### config.mk
export PLATFORM = sky130hd
export DESIGN_NAME = opc_operand_collect
export DESIGN_NICKNAME = d
export VERILOG_FILES = /design/src/rtl/opc_pkg.sv /design/src/rtl/opc_ctrl.sv /design/src/rtl/opc_slot.sv /design/src/rtl/opc_operand_collect.sv
export SDC_FILE = /design/constraint.sdc
export NUM_CORES = 1
export LEC_CHECK = 0
export BUFFER_PORTS_ARGS = -buffer_cell sky130_fd_sc_hd__buf_2
export CAP_MARGIN = 20
export CELL_PAD_IN_SITES_DETAIL_PLACEMENT = 0
export CELL_PAD_IN_SITES_GLOBAL_PLACEMENT = 1
export CORE_AREA = 3 3 332 334
export CTS_CLUSTER_DIAMETER = 40
export DETAILED_ROUTE_END_ITERATION = 8
export DIE_AREA = 0 0 335 337
export GPL_ROUTABILITY_DRIVEN = 0
export PLACE_DENSITY = 0.43
export SYNTH_ARGS = -nofsm -noshare
export SYNTH_HDL_FRONTEND = slang
export SYNTH_SLANG_ARGS = --single-unit
### constraint.sdc
create_clock -name clk -period 2.8 [get_ports clk]
set_input_delay 0.56 -clock clk [delete_from_list [all_inputs] [get_ports clk]]
set_output_delay 0.56 -clock clk [all_outputs]
set_load 0.01 [all_outputs]
### src/rtl/opc_pkg.sv
package opc_pkg;
  typedef enum logic [1:0] {
    SLOT_PLAIN = 2'd0,
    SLOT_ZERO  = 2'd1,
    SLOT_IMM   = 2'd2
  } slot_kind_e;

  // Constant substitution is bound to fixed slot positions.
  function automatic slot_kind_e kind_of(input int idx);
    if (idx == 0) return SLOT_ZERO;
    if (idx == 1) return SLOT_IMM;
    return SLOT_PLAIN;
  endfunction
endpackage

### src/rtl/opc_ctrl.sv
module opc_ctrl (
  input  logic clk,
  input  logic rst,
  input  logic start_i,
  input  logic issue_i,
  input  logic all_filled_i,
  output logic busy_o,
  output logic load_o,
  output logic clear_o
);
  logic busy_q;

  assign load_o  = start_i & ~busy_q;
  assign clear_o = issue_i & busy_q & all_filled_i;
  assign busy_o  = busy_q;

  always_ff @(posedge clk) begin
    if (rst)          busy_q <= 1'b0;
    else if (clear_o) busy_q <= 1'b0;
    else if (load_o)  busy_q <= 1'b1;
  end
endmodule

### src/rtl/opc_slot.sv
module opc_slot #(
  parameter int DATA_W = 64
) (
  input  logic              clk,
  input  logic              rst,
  input  logic              busy_i,
  input  logic              load_i,
  input  logic              clear_i,
  input  logic              subst_en_i,
  input  logic [DATA_W-1:0] subst_val_i,
  input  logic              gnt_i,
  input  logic [DATA_W-1:0] data_i,
  output logic              req_o,
  output logic              ready_o,
  output logic [DATA_W-1:0] val_o
);
  logic              ready_q;
  logic [DATA_W-1:0] val_q;

  assign req_o   = busy_i & ~ready_q;
  assign ready_o = ready_q;
  assign val_o   = val_q;

  always_ff @(posedge clk) begin
    if (rst || clear_i) begin
      ready_q <= 1'b0;
      val_q   <= '0;
    end else if (load_i) begin
      ready_q <= subst_en_i;
      val_q   <= subst_en_i ? subst_val_i : '0;
    end else if (req_o && gnt_i) begin
      ready_q <= 1'b1;
      val_q   <= data_i;
    end
  end
endmodule

### src/rtl/opc_operand_collect.sv
module opc_operand_collect #(
  parameter int NUM_SRC = 6,
  parameter int DATA_W  = 64
) (
  input  logic                      clk,
  input  logic                      rst,
  input  logic                      start_i,
  input  logic                      zero_a_i,
  input  logic                      imm_ok_i,
  input  logic [DATA_W-1:0]         imm_i,
  input  logic                      issue_i,
  input  logic [NUM_SRC-1:0]        rd_gnt_i,
  input  logic [NUM_SRC*DATA_W-1:0] rd_data_i,
  output logic [NUM_SRC-1:0]        rd_req_o,
  output logic [NUM_SRC*DATA_W-1:0] src_o,
  output logic                      all_ready_o,
  output logic                      busy_o
);
  import opc_pkg::*;

  localparam int BUS_W = NUM_SRC * DATA_W;

  logic               busy;
  logic               load;
  logic               clear;
  logic [NUM_SRC-1:0] ready;
  logic [NUM_SRC-1:0] subst_en;
  logic [BUS_W-1:0]   subst_val;

  opc_ctrl u_ctrl (
    .clk          (clk),
    .rst          (rst),
    .start_i      (start_i),
    .issue_i      (issue_i),
    .all_filled_i (&ready),
    .busy_o       (busy),
    .load_o       (load),
    .clear_o      (clear)
  );

  for (genvar i = 0; i < NUM_SRC; i++) begin : g_slot
    if (kind_of(i) == SLOT_ZERO) begin : g_zero
      assign subst_en[i]                     = zero_a_i;
      assign subst_val[i*DATA_W +: DATA_W]   = '0;
    end else if (kind_of(i) == SLOT_IMM) begin : g_imm
      assign subst_en[i]                     = imm_ok_i;
      assign subst_val[i*DATA_W +: DATA_W]   = imm_i;
    end else begin : g_plain
      assign subst_en[i]                     = 1'b0;
      assign subst_val[i*DATA_W +: DATA_W]   = '0;
    end

    opc_slot #(.DATA_W(DATA_W)) u_slot (
      .clk         (clk),
      .rst         (rst),
      .busy_i      (busy),
      .load_i      (load),
      .clear_i     (clear),
      .subst_en_i  (subst_en[i]),
      .subst_val_i (subst_val[i*DATA_W +: DATA_W]),
      .gnt_i       (rd_gnt_i[i]),
      .data_i      (rd_data_i[i*DATA_W +: DATA_W]),
      .req_o       (rd_req_o[i]),
      .ready_o     (ready[i]),
      .val_o       (src_o[i*DATA_W +: DATA_W])
    );
  end

  assign all_ready_o = busy & (&ready);
  assign busy_o      = busy;
endmodule

=== Word-level counts from Yosys, hierarchy flattened ===
Cells that the tools add are included.
W data, S select, Z words.

* Register bits: 391
* Output and inout bits: 392
* Bits of input ports: 460
* Logic and storage cells: 49

* Bitwise logic cells: 17
* Multiplexer cells: 7
* Reduce and logical (&&, ||, !) cells: 12

{| class="wikitable"
|+ Operator list
! kind !! count
|-
| $mux W64 || 3
|-
| $and A1 B1 Y1 || 10
|-
| $not A1 Y1 || 7
|-
| $logic_and A1 B1 Y1 || 6
|-
| $reduce_and A6 Y1 || 1
|-
| $mux W1 || 4
|-
| $reduce_bool A2 Y1 || 2
|-
| $reduce_or A2 Y1 || 2
|-
| $logic_or A1 B1 Y1 || 1
|}

=== Depth between registers and ports, before layout ===
* Depth in word-level cells: 5
* Gate-level depth with buffers: 6
* Mapped depth without buffers: 3

=== Hierarchy ===
A second synthesis with hierarchy kept.

* Cell total of the unflattened synthesis: 2267
* Area, all modules: 18756.7 um2

{| class="wikitable"
|+ By module, submodules not included
! module !! area each (um2) !! cells an instance !! times used !! sequential area each (um2)
|-
| opc_slot || 3113.0 || 376 || 6 || 1301.2
|-
| opc_ctrl || 52.6 || 5 || 1 || 20.0
|-
| opc_operand_collect || 26.3 || 6 || 1 || 0.0
|}

=== Least setup slack after synthesis ===
Ideal clock, no wire load.

* Path kind: input -> register
* Start: input port issue_i
* End: register g_slot[3].u_slot.val_q[0]
* Library setup time: 0.120 ns
* Required time: 2.680 ns
* Slack: 1.276 ns
* Cell stages on the path: 5
* Arrival time: 1.404 ns
* Path buffers: 2
* Cells stage by stage: nand4_1 o211ai_2 buf_2 buf_2 a21oi_1

* Longest elaborated chain between the ends: 4

{| class="wikitable"
|+ RTL lines
! item !! line !! source
|-
| from (decl) || opc_operand_collect.sv:11 || <nowiki>input logic issue_i,</nowiki>
|-
| $and A1 B1 Y1 (2 in a row) || opc_ctrl.sv:14 || <nowiki>assign clear_o = issue_i & busy_q & all_filled_i;</nowiki>
|-
| $logic_or A1 B1 Y1 || opc_slot.sv:25 || <nowiki>if (rst || clear_i) begin</nowiki>
|-
| $reduce_or A2 Y1 (no line) || -- ||
|-
| to (signal assigned) || opc_slot.sv:30 || <nowiki>val_q <= subst_en_i ? subst_val_i : '0;</nowiki>
|-
| to (signal assigned) || opc_slot.sv:33 || <nowiki>val_q <= data_i;</nowiki>
|-
| to (decl) || opc_slot.sv:18 || <nowiki>logic [DATA_W-1:0] val_q;</nowiki>
|}

No other way between the ends.
A chain may end at the register's enable or synchronous reset.

=== Worst setup path after layout ===
* Start: register u_ctrl.busy_q, in the netlist u_ctrl.busy_o
* End: output port rd_req_o[3]

* Longest elaborated chain between the ends: 1

{| class="wikitable"
|+ RTL lines
! item !! line !! source
|-
| from (decl) || opc_ctrl.sv:11 || <nowiki>logic busy_q;</nowiki>
|-
| from (signal assigned) || opc_ctrl.sv:18 || <nowiki>if (rst) busy_q <= 1'b0;</nowiki>
|-
| from (signal assigned) || opc_ctrl.sv:19 || <nowiki>else if (clear_o) busy_q <= 1'b0;</nowiki>
|-
| from (signal assigned) || opc_ctrl.sv:20 || <nowiki>else if (load_o) busy_q <= 1'b1;</nowiki>
|-
| $and A1 B1 Y1 || opc_slot.sv:20 || <nowiki>assign req_o = busy_i & ~ready_q;</nowiki>
|-
| to (decl) || opc_operand_collect.sv:14 || <nowiki>output logic [NUM_SRC-1:0] rd_req_o,</nowiki>
|}

No other way between the ends.

==> metrics.cfg <==
[drt]
drt_iter0_drc=534
drcViolationCount=0
drt-pass1-iter-count=5
wl_per_cell_um=18.7
finalWirelength_mm=77.3
ant_nets=0
routed_via_density=3.78
vias=15700

[timing]
finalCritPeriodShare_pct=89.4
hold_viol_final=0
fin_crit_ps=2500
rsz0062_at_grt=false
timing.final.max_slew_violations=0
worst_pin_slew_ps=770
final-setup-viol-count=0
tns_ps=0
finClkSkew_ps=35.1
slew_headroom_pct=48.7
fmax_mhz=400

[synthesis]
synthDistinctLibCells=19
syn_nets=2265
synth_cells=1805
yosys-top-cells-area=dfxtp_1 (55%), nand2_1 (17%), a21oi_1 (14%)
avgSynthCellArea_um2=7.82
yosys.area.top_type=dfxtp_1
yosys_warnings=0
syn_area_mm2=0.0141
ys_ff_latch=391
yosysSeqAreaShare_pct=55.5
synth_top_area_share_pct=55.5

[clock_network]
cts_root_buf=clkbuf_16
cts.reportedPaths.clkPinSlew_ps=50
cts_setup_buffers=0
clockBufferDepth=3
ctsHoldBuffers=0
cts_max_level=3
post_cts_resized=0
clock_latency_ps=650
tritoncts=yes
cts_buffers=97
clkSinkCount=391

[global_routing]
grt.overflow.total=0
grt_start_max_net_pins=82
use_met1_pct=14.3
busiest_layer=met2
grtUsageTotal_pct=12.9
grt_pass1_vias=15900
grt_use_met2_pct=22.0
grt_use_met3_pct=6.02
grt_antenna_before_repair=19
grt_pass1_wl_mm=109

[layout]
final_cell_mix=buf_2 (851), nand2_1 (640), dfxtp_1 (391)
final_cell_count_no_fill=4142
layout.nets=3111
seq_area_mm2=0.00783
drive_gt1_share_pct=39.3
multi_input_area_mm2=0.00557
area_growth_pct=67.1
layout_commonest_cell=buf_2
fill_cells=12300

[power_and_ir_drop]
peakVddDrop_mv=0.397
p_leak_nw=10.4
power.density_mw_per_mm2=825

[critical_path]
worstPathArrival_ps=1940
criticalPathCategory=register to output port
startpoint_type=register
end_kind=output port
critical_path.max_fanout=8
cp_data_required_time_ps=2240

[run_status]
status=completed

[placed_design]
place_inst=3955
io_buffers=851
dpl.hpwl_mm=58.0

[die]
coreArea_mm2=0.107
initial_core_util_pct=13.2
ioPinCount=852
dieArea_mm2=0.113
rows=120
die_h_um=337
die_x_um=335

[run]
cap_viol_max_count=0

[worst_hold_path]
hold_class=input pin to register

[synthesized netlist by cell type, drive strengths merged]
cell type    n
nand2      640
dfxtp      391
a21oi      384
buf        106
nor2        77
nor3        68
nor4        64
clkbuf      49
nor2b        7
and3b        6
nand3b       6
nand4        2
inv          1
nand2b       1
nand3        1
o211ai       1
o21ai        1
[stage by stage]
| step | power [W] | area [µm²] | utilization (%) | hold slack (ps) | worst slack (ps) |
|---|---|---|---|---|---|
| after detailed placement | 0.00771 | 20100 | 18.7 | 443 | 634 |
| after global routing | 0.0203 | 23600 | 22.0 | 89.3 | 109 |
| final | 0.0195 | 23600 | 22.0 | 148 | 297 |
| after global placement | 0.00772 | 20100 | 18.7 | 439 | 670 |
| after CTS | 0.0199 | 23600 | 22.0 | 71.4 | 76.6 |
| after floorplan | 0.00675 | 14100 | - | 480 | 1280 |
[flip-flops by register name (all words and copies together), names as in the netlist]
register / cells
g_slot.u_slot.val_o: 384
g_slot.u_slot.ready_o: 6
u_ctrl.busy_o: 1
[final cells by class]
cell class | count | share of cell area (%)
clock buffers | 132 | 11.7
diodes | 9 | 0.0955
flip-flops and latches | 391 | 33.2
clock inverters | 46 | 3.05
multi-input cells | 1258 | 23.6
repair buffers | 902 | 20.8
inverters | 1 | 0.0159
well taps | 1403 | 7.44
[layer usage]
| metal | vias up | routed length [µm] | part of all wire, % |
|---|---|---|---|
| met3 | 136 | 7760 | 10 |
| met4 | 20 | 1740 | 2.3 |
| li1 | 7694 | - | - |
| met2 | 609 | 37600 | 49 |
| met1 | 7203 | 30000 | 39 |
| met5 | - | 138 | 0.18 |
[path summary, 6_finish.rpt]
path	slack (ps)	endpoint	cells past startpoint	start
worst max-delay path	300	rd_req_o[3]	3	u_ctrl.busy_o$_SDFFE_PP0P_
worst max register to register	690	g_slot[4].u_slot.val_o[52]$_SDFFE_PP0P_	6	u_ctrl.busy_o$_SDFFE_PP0P_
worst min register to register	450	g_slot[2].u_slot.val_o[50]$_SDFFE_PP0P_	2	g_slot[2].u_slot.val_o[50]$_SDFFE_PP0P_
worst min-delay path	150	g_slot[3].u_slot.val_o[52]$_SDFFE_PP0P_	3	rd_data_i[244]
[power breakdown]
part           switching, W  internal, W  total [W]  leakage, nW
registers          0.000116      0.00580    0.00592         3.18
logic              0.000989     0.000660    0.00165         5.54
clock network       0.00363      0.00826     0.0119         1.69
[critical path, stage by stage (launching register included)]
cell and delay, ps:
dfxtp_1 490, buf_4 220, nor2b_1 370, buf_2 220
[cell families after synthesis]
| group | synth area share (%) |
|---|---|
| DFF | 55.5 |
| AOI/OAI and AO/OA | 13.7 |
| and+or+nand+nor | 25.5 |
| buffers and inverters | 5.32 |
Power figures use the tool's default switching activity.
